===== src/rtl/sbm_pkg.sv =====
package sbm_pkg;
  typedef enum logic {
    FILL_FROM_ADDR = 1'b0,
    FILL_TO_ADDR   = 1'b1
  } fill_mode_e;

  typedef struct packed {
    logic [63:0] data;
    logic [7:0]  be;
    logic        probe;
  } beat_t;
endpackage


===== src/rtl/sbm_offset_decode.sv =====
module sbm_offset_decode #(
  parameter int LANES = 8,
  localparam int OFF_W = $clog2(LANES)
) (
  input  logic [OFF_W-1:0] addr_lo,
  input  logic             dword,
  output logic [OFF_W-1:0] offset,
  output logic             half
);
  // Word accesses use the offset inside the half; the top bit picks the half.
  always_comb begin
    if (dword) offset = addr_lo;
    else       offset = {1'b0, addr_lo[OFF_W-2:0]};
    half = addr_lo[OFF_W-1];
  end
endmodule


===== src/rtl/sbm_mask_gen.sv =====
module sbm_mask_gen
  import sbm_pkg::*;
#(
  parameter int LANES = 8,
  localparam int OFF_W = $clog2(LANES),
  localparam int HALF_LANES = LANES / 2
) (
  input  logic [OFF_W-1:0] offset,
  input  logic             half,
  input  logic             dword,
  input  fill_mode_e       mode,
  output logic [LANES-1:0] mask,
  output logic             probe
);
  logic to_addr;
  assign to_addr = (mode == FILL_TO_ADDR);

  for (genvar i = 0; i < LANES; i++) begin : g_lane
    localparam logic [OFF_W-1:0] IDX  = OFF_W'(i);
    localparam logic [OFF_W-2:0] SUBI = (OFF_W-1)'(i % HALF_LANES);
    localparam logic             UPPER = (i >= HALF_LANES);
    logic sel_dw, sel_w;
    always_comb begin
      sel_dw = to_addr ? (IDX < offset) : (IDX >= offset);
      sel_w  = (UPPER == half) &&
               (to_addr ? (SUBI < offset[OFF_W-2:0]) : (SUBI >= offset[OFF_W-2:0]));
      mask[i] = dword ? sel_dw : sel_w;
    end
  end

  // An end-mode request at offset zero writes nothing but must still probe.
  assign probe = to_addr && (offset == '0);
endmodule


===== src/rtl/sbm_lane_place.sv =====
module sbm_lane_place #(
  parameter int DATA_W = 64
) (
  input  logic [DATA_W-1:0] value,
  input  logic              dword,
  output logic [DATA_W-1:0] data
);
  // Big-endian lanes: a word's low half already lines up with its lanes,
  // so the word is mirrored into both halves and the mask picks one.
  always_comb begin
    if (dword) data = value;
    else       data = {2{value[DATA_W/2-1:0]}};
  end
endmodule


===== src/rtl/sbyte_merge.sv =====
module sbyte_merge
  import sbm_pkg::*;
#(
  parameter int ADDR_W = 32,
  parameter int DATA_W = 64,
  localparam int LANES = DATA_W / 8,
  localparam int OFF_W = $clog2(LANES),
  localparam int HALF_LANES = LANES / 2
) (
  input  logic              clk,
  input  logic              rst_n,
  input  logic              req_valid,
  input  logic [ADDR_W-1:0] req_addr,
  input  logic [DATA_W-1:0] req_value,
  input  logic              req_end,
  input  logic              req_dword,
  output logic              wr_valid,
  output logic [ADDR_W-1:0] wr_addr,
  output logic [DATA_W-1:0] wr_data,
  output logic [LANES-1:0]  wr_be,
  output logic              wr_probe
);
  // Reset: asserted asynchronously, released on the clock.
  logic [1:0] rst_sync;
  logic       rst_q;
  always_ff @(posedge clk or negedge rst_n) begin
    if (!rst_n) rst_sync <= 2'b00;
    else        rst_sync <= {rst_sync[0], 1'b1};
  end
  assign rst_q = rst_sync[1];

  logic [OFF_W-1:0] offset;
  logic             half;
  fill_mode_e       mode;
  logic [LANES-1:0] mask;
  logic             probe;
  logic [DATA_W-1:0] placed;

  assign mode = fill_mode_e'(req_end);

  sbm_offset_decode #(.LANES(LANES)) u_dec (
    .addr_lo (req_addr[OFF_W-1:0]),
    .dword   (req_dword),
    .offset  (offset),
    .half    (half)
  );

  sbm_mask_gen #(.LANES(LANES)) u_mask (
    .offset (offset),
    .half   (half),
    .dword  (req_dword),
    .mode   (mode),
    .mask   (mask),
    .probe  (probe)
  );

  sbm_lane_place #(.DATA_W(DATA_W)) u_place (
    .value (req_value),
    .dword (req_dword),
    .data  (placed)
  );

  // Next-state logic.
  logic              valid_d;
  logic [ADDR_W-1:0] addr_d;
  logic [DATA_W-1:0] data_d;
  logic [LANES-1:0]  be_d;
  logic              probe_d;
  logic              load_en;

  always_comb begin
    load_en = req_valid;
    valid_d = req_valid;
    addr_d  = {req_addr[ADDR_W-1:OFF_W], {OFF_W{1'b0}}};
    data_d  = placed;
    be_d    = mask;
    probe_d = probe;
  end

  // Registers.
  always_ff @(posedge clk or negedge rst_q) begin
    if (!rst_q) begin
      wr_valid <= 1'b0;
      wr_addr  <= '0;
      wr_data  <= '0;
      wr_be    <= '0;
      wr_probe <= 1'b0;
    end else begin
      wr_valid <= valid_d;
      if (load_en) begin
        wr_addr  <= addr_d;
        wr_data  <= data_d;
        wr_be    <= be_d;
        wr_probe <= probe_d;
      end
    end
  end

  // Assertions.
  p_beat_follows_r10: assert property (@(posedge clk) disable iff (!rst_q)
    req_valid |=> wr_valid);
  p_idle_quiet_r1: assert property (@(posedge clk) disable iff (!rst_q)
    !req_valid |=> !wr_valid);
  p_addr_kept_r2: assert property (@(posedge clk) disable iff (!rst_q)
    req_valid |=> wr_addr[ADDR_W-1:OFF_W] == $past(req_addr[ADDR_W-1:OFF_W]));
  p_probe_empty_r9: assert property (@(posedge clk) disable iff (!rst_q)
    wr_valid && wr_probe |-> wr_be == '0);
  p_begin_nonempty_r4: assert property (@(posedge clk) disable iff (!rst_q)
    req_valid && !req_end |=> wr_be != '0 && !wr_probe);
  p_word_half_r6: assert property (@(posedge clk) disable iff (!rst_q)
    req_valid && !req_dword |=>
      ($past(req_addr[OFF_W-1]) ? wr_be[HALF_LANES-1:0] == '0
                                : wr_be[LANES-1:HALF_LANES] == '0));
  p_dword_count_r7: assert property (@(posedge clk) disable iff (!rst_q)
    req_valid && req_dword && !req_end |=>
      $countones(wr_be) == LANES - int'($past(req_addr[OFF_W-1:0])));
endmodule


===== config.mk =====
export PLATFORM = sky130hd
export DESIGN_NAME = sbyte_merge
export DESIGN_NICKNAME = d
export VERILOG_FILES = /design/src/rtl/sbm_pkg.sv /design/src/rtl/sbm_offset_decode.sv /design/src/rtl/sbm_mask_gen.sv /design/src/rtl/sbm_lane_place.sv /design/src/rtl/sbyte_merge.sv
export SDC_FILE = /design/constraint.sdc
export NUM_CORES = 1
export LEC_CHECK = 0
export BUFFER_PORTS_ARGS = -buffer_cell sky130_fd_sc_hd__buf_2
export CAP_MARGIN = 0
export CORE_MARGIN = 2
export CORE_UTILIZATION = 45
export CTS_CLUSTER_DIAMETER = 80
export DETAILED_ROUTE_END_ITERATION = 8
export HOLD_SLACK_MARGIN = 0.05
export PLACE_DENSITY_LB_ADDON = 0.25
export SLEW_MARGIN = 20
export SYNTH_ARGS = -nofsm -noshare
export SYNTH_HDL_FRONTEND = slang
export SYNTH_HIERARCHICAL = 1
export SYNTH_SLANG_ARGS = --single-unit

===== constraint.sdc =====
create_clock -name clk -period 4 [get_ports clk]
set_clock_uncertainty 0.15 [all_clocks]
set_input_delay 0.8 -clock clk [delete_from_list [all_inputs] [get_ports clk]]
set_output_delay 0.8 -clock clk [all_outputs]
set_load 0.01 [all_outputs]

# Yosys cells after proc, flatten, opt, wreduce, memory -nomap -nowiden
# Cells that the tools add are included.
[totals]
elab_cells = 63
memories = 0
latchBits = 0
out_inout_bits = 106
reg_bits = 105
ram_bits = 0
romBits = 0
[classes]
n_shift = 0
eq_ne = 0
addsub = 0
multipliers = 0
n_lt_le_gt_ge = 24
div = 0
muxes = 22
n_bitwise = 1
n_reduce_logical = 10
[op_table]
columns = ["operator", "n"]
rows = [
  ["$mux W64", 1],
  ["$mux W1", 20],
  ["$ge A3 B3 Y1 const A", 4],
  ["$lt A3 B3 Y1 const A", 4],
  ["$logic_and A1 B1 Y1", 9],
  ["$ge A1 B3 Y1 const A", 2],
  ["$ge A2 B3 Y1 const A", 2],
  ["$lt A1 B3 Y1 const A", 2],
  ["$lt A2 B3 Y1 const A", 2],
  ["$ge A1 B2 Y1 const A", 2],
  ["$ge A2 B2 Y1 const A", 2],
  ["$lt A1 B2 Y1 const A", 2],
  ["$lt A2 B2 Y1 const A", 2],
  ["$logic_not A3 Y1", 1],
  ["$mux W3", 1],
  ["$not A1 Y1", 1],
]

# Depth between registers and ports, before layout
[depth]
ltp_word = 5
mapped_depth = 6

# Hierarchy
# Netlist, hierarchy kept.
[modules_own_cells]
columns = ["mod", "area_each_um2", "instances", "cells_per_inst"]
rows = [
  ["sbyte_merge", 4214.0, 1, 223],
  ["sbm_lane_place", 784.5, 1, 68],
  ["sbm_mask_gen", 190.2, 1, 30],
  ["sbm_offset_decode", 28.8, 1, 4],
]

# Least setup slack after synthesis
# No wires, ideal clock.
[synth_path]
kind = "input-to-reg"
startpoint = "input req_addr[1]"
endpoint = "register wr_be[0]"
required_time_ns = 3.725
t_arrival_ns = 1.701
cell_stages = 6
path_buffers = 2
setup_time_ns = 0.125
path_slack_ns = 2.024
cell_sequence = "buf_4 > buf_2 > a211oi_1 > xnor2_1 > nor2_1 > mux2_4"
[synth_via]
elab_chain_cells = 5
word_cells_on_any_way = 9
cone_classes = "4 x order compare; 4 x mux; 1 x reduce/logical"
[synth_rtl]
columns = ["element", "line", "rtl"]
rows = [
  ["start: declaration", "sbyte_merge.sv:13", "input logic [ADDR_W-1:0] req_addr,"],
  ["$mux W3 *", "sbm_offset_decode.sv:12", "if (dword) offset = addr_lo;"],
  ["$ge A1 B2 Y1 / $lt A1 B2 Y1 (equally long branches)", "sbm_mask_gen.sv:26", "(to_addr ? (SUBI < offset[OFF_W-2:0]) : (SUBI >= offset[OFF_W-2:0]));"],
  ["$mux W1", "sbm_mask_gen.sv:26", ""],
  ["$logic_and A1 B1 Y1", "sbm_mask_gen.sv:25", "sel_w = (UPPER == half) &&"],
  ["$mux W1 *", "sbm_mask_gen.sv:27", "mask[i] = dword ? sel_dw : sel_w;"],
  ["named net be_d[0]", "sbyte_merge.sv:67", "logic [LANES-1:0] be_d;"],
  ["end signal: assignment", "sbyte_merge.sv:86", "wr_be <= '0;"],
  ["end signal: assignment", "sbyte_merge.sv:93", "wr_be <= be_d;"],
  ["end: declaration", "sbyte_merge.sv:20", "output logic [LANES-1:0] wr_be,"],
]
# The timed path passes the listed nets; every way through them passes the cells marked *.
# A chain may end at the register's enable or synchronous reset.

# Worst setup path after layout
[layout_path]
startpoint = "input req_dword"
endpoint = "register wr_data[56]"
[layout_via]
elab_chain_cells = 1
[layout_rtl]
columns = ["element", "line", "rtl"]
rows = [
  ["start: declaration", "sbyte_merge.sv:16", "input logic req_dword,"],
  ["$mux W64", "sbm_lane_place.sv:11", "if (dword) data = value;"],
  ["named net data_d[56]", "sbyte_merge.sv:66", "logic [DATA_W-1:0] data_d;"],
  ["end signal: assignment", "sbyte_merge.sv:92", "wr_data <= data_d;"],
  ["end: declaration", "sbyte_merge.sv:19", "output logic [DATA_W-1:0] wr_data,"],
]
# The timed path passes the listed nets, and every way through them passes these cells.

==> summary.md <==
| Metric | Value |
|---|---|
| Drt first pass iters | `4` |
| Vias/cell | `a little under 5` |
| First-pass GRT wire length | `about 17000 um` |
| Initial DRC count | `between 70 and 80` |
| CTS Buf Count | `9` |
| ANT cells | `0` |
| Worst reg2reg endpoint | `wr_data[43]` |
| Die area | `roughly 12000 um2` |
| Core box area | `11400 um2` |
| R2R cell count | `1` |
| Yosys warning count | `6` |
| Setup slack, reg-to-reg | `between 2000 and 2500 ps` |
| Synth area leaders | `dfrtp_1 50%, mux2_4 32%, buf_4 5.6%, mux2_2 5.2%, buf_6 1.9%` |
| Post-synth EDFFs | `0` |
| I/O pin count | `around 210` |
| Slew HR | `a little over a third` |
| Avg WL per Cell | `around 17 um` |
| CP Capture Type | `flip-flop` |
| Most frequent cells in the layout | `202 x buf_2, 110 x mux2_4, 104 x dfrtp_1, 24 x mux2_2, 9 x clkbuf_16` |
| Pin count of the biggest net entering global routing | `75` |
| Startpoint Class | `primary input` |
| Synth async-reset ratio | `100%` |
| Slew @ Worst Pin | `between 900 and 1000 ps` |
| Finish-stage setup viols | `0` |
| Hold bufs inserted after CTS | `0` |
| RD Place Congestion | `~0.78` |
| CP endpoint | `wr_data[56]` |
| Worst-path fanout max | `21` |
| WHS | `~80 ps` |
| Post-Syn Instances | `between 300 and 400` |
| Multi-input gate area | `approximately 2100 um2` |
| Critical Path AT | `2400 ps` |
| Tcrit/Tclk final | `between 50 and 60%` |
| Setup Buffers After CTS | `0` |
| Routed via count | `3123` |
| Share of cells above drive strength 1 | `73.0%` |
| Slew Limit Fails | `0` |
| PwrDens | `roughly 440 nW/um2` |
| Synth top area share | `50.4%` |
| Cell area after synthesis | `between 5000 and 6000 um2` |
| Yosys cell types | `23` |
| Static Leak | `around 3.3 nW` |
| Max-Cap Viols | `0` |
| CTS Buffer Depth | `2` |
| Hold WC Path Type | `primary input to async pin` |
| Flops & latches, synth | `105` |
| Width of the die | `about 110 um` |
| Seq/Total Area, Yosys | `~50%` |
| I/O Buffers | `between 200 and 250` |
| Antenna viol nets, final | `0` |
| Fin Setup TNS | `0 ps` |
| Post-synthesis average cell area | `around 16 um2` |
| Row count | `39` |
| Fmax | `around 430 MHz` |
| Area grow syn2layout | `21.4%` |
| Remaining Overflow, GRT | `0` |
| Global Route Usage Sum | `17.4%` |
| Worst-path clk slew | `~70 ps` |
| Nets | `between 500 and 600` |
| Area leader, netlist | `dfrtp_1` |
| CP Class | `primary input to flip-flop` |
| Reg area | `about 2600 um2` |
| CTS tree | `done` |
| Worst r2r src | `rst_sync[1]` |
| Clock latency on the worst-skew pair | `340 ps` |
| Vias in the first global route | `~3300` |
| Commonest non-fill, non-tap cell in the layout | `buf_2` |
| Hold Fails Final Rpt | `0` |
| Top_reg_cell synth | `dfrtp_1` |
| RSZ-0062 raised after global routing | `false` |
| Maximum VDD drop | `0.295 mV` |
| Required @ worst endpoint | `between 4000 and 5000 ps` |
| Clock root cell | `clkbuf_16` |
| Status | `complete, no violations` |
| Min cycle time layout | `around 2300 ps` |
| Chip height | `~110 um` |
| Worst setup path start | `req_dword` |
| Initial core utilization | `around 46%` |
| Residual DRC | `0` |
| H-tree depth | `3` |
| Number of fill cells | `963` |
| CTS resizes | `0` |
| Initial antenna violation count | `0` |
| Routed Wire Length | `between 10000 and 15000 um` |
| DP HPWL | `7620 um` |
| Clock Sinks | `approximately 110` |
## synth_stat cells, types with 2 or more instances
cell	n
nor3_1	3
buf_6	9
mux2_2	24
buf_4	39
dfrtp_1	105
nor2_1	6
conb_1	2
o21a_1	3
xnor2_1	3
mux2_4	110
nand2_1	2
a21oi_1	2
a211oi_1	2
buf_2	4
buf_12	3
## final cells by class
type,count,share of cell area (%)
multi-input combinational,166,33.5
clock buffer,12,4.21
sequential,105,41.5
inverter,1,0.0593
tap,143,2.82
clock inverter,4,1.17
timing repair buffer,208,16.7
## state kept, by name, summed over array words and instances (netlist names)
name      cells
wr_data      64
wr_addr      29
wr_be         8
rst_sync      2
wr_probe      1
wr_valid      1
## how the worst min path moves through the flow
stage	start	endpoint
6_report	rst_n	rst_sync[1]
5_1_grt	rst_n	rst_sync[0]
4_1_cts	rst_n	rst_sync[1]
3_5_place_dp	rst_sync[0]	rst_sync[1]
3_3_place_gp	rst_sync[0]	rst_sync[1]
2_1_floorplan	rst_sync[0]	rst_sync[1]
## cell families after synthesis
group           after synthesis  share of synthesized area, %
other cells                   2                         0.144
xor+xnor                      3                         0.504
compound gates                9                          1.34
simple gates                 16                          1.65
flops                       105                          50.4
mux                         134                          36.8
buf+inv                      56                          9.16
## per-layer routing
| layer | up-vias | track usage (%) | share of wire [%] |
|---|---|---|---|
| met3 | 17 | 4.30 | 6.2 |
| met4 | 0 | 6.42 | 1.7 |
| met1 | 1575 | 23.3 | 44 |
| li1 | 1411 | - | - |
| met5 | - | 0 | 0 |
| met2 | 120 | 27.6 | 48 |
## metrics by stage
step | instance area [um2] | utilization, % | setup WS [ps] | instances | power, mW
after floorplan | 5230 | - | 708 | 327 | 1.63
after CTS | 6330 | 55.7 | 1690 | 639 | 2.82
final | 6330 | 55.7 | 1680 | 639 | 2.78
after global routing | 6330 | 55.7 | 1640 | 639 | 2.90
after global placement | 5990 | 52.7 | 1380 | 623 | 1.80
after detailed placement | 5990 | 52.7 | 1310 | 623 | 1.82
## critical path: stages
cell	delay (ps)
buf_2	500
buf_4	480
mux2_4	330
mux2_4	250
## power breakdown
part	switching [mW]	total, mW	internal [mW]
Sequential	0.0769	1.25	1.18
Combinational	0.223	0.537	0.314
Clock	0.386	0.986	0.600
Total	0.685	2.78	2.09
(Power assumes the default switching activity.)
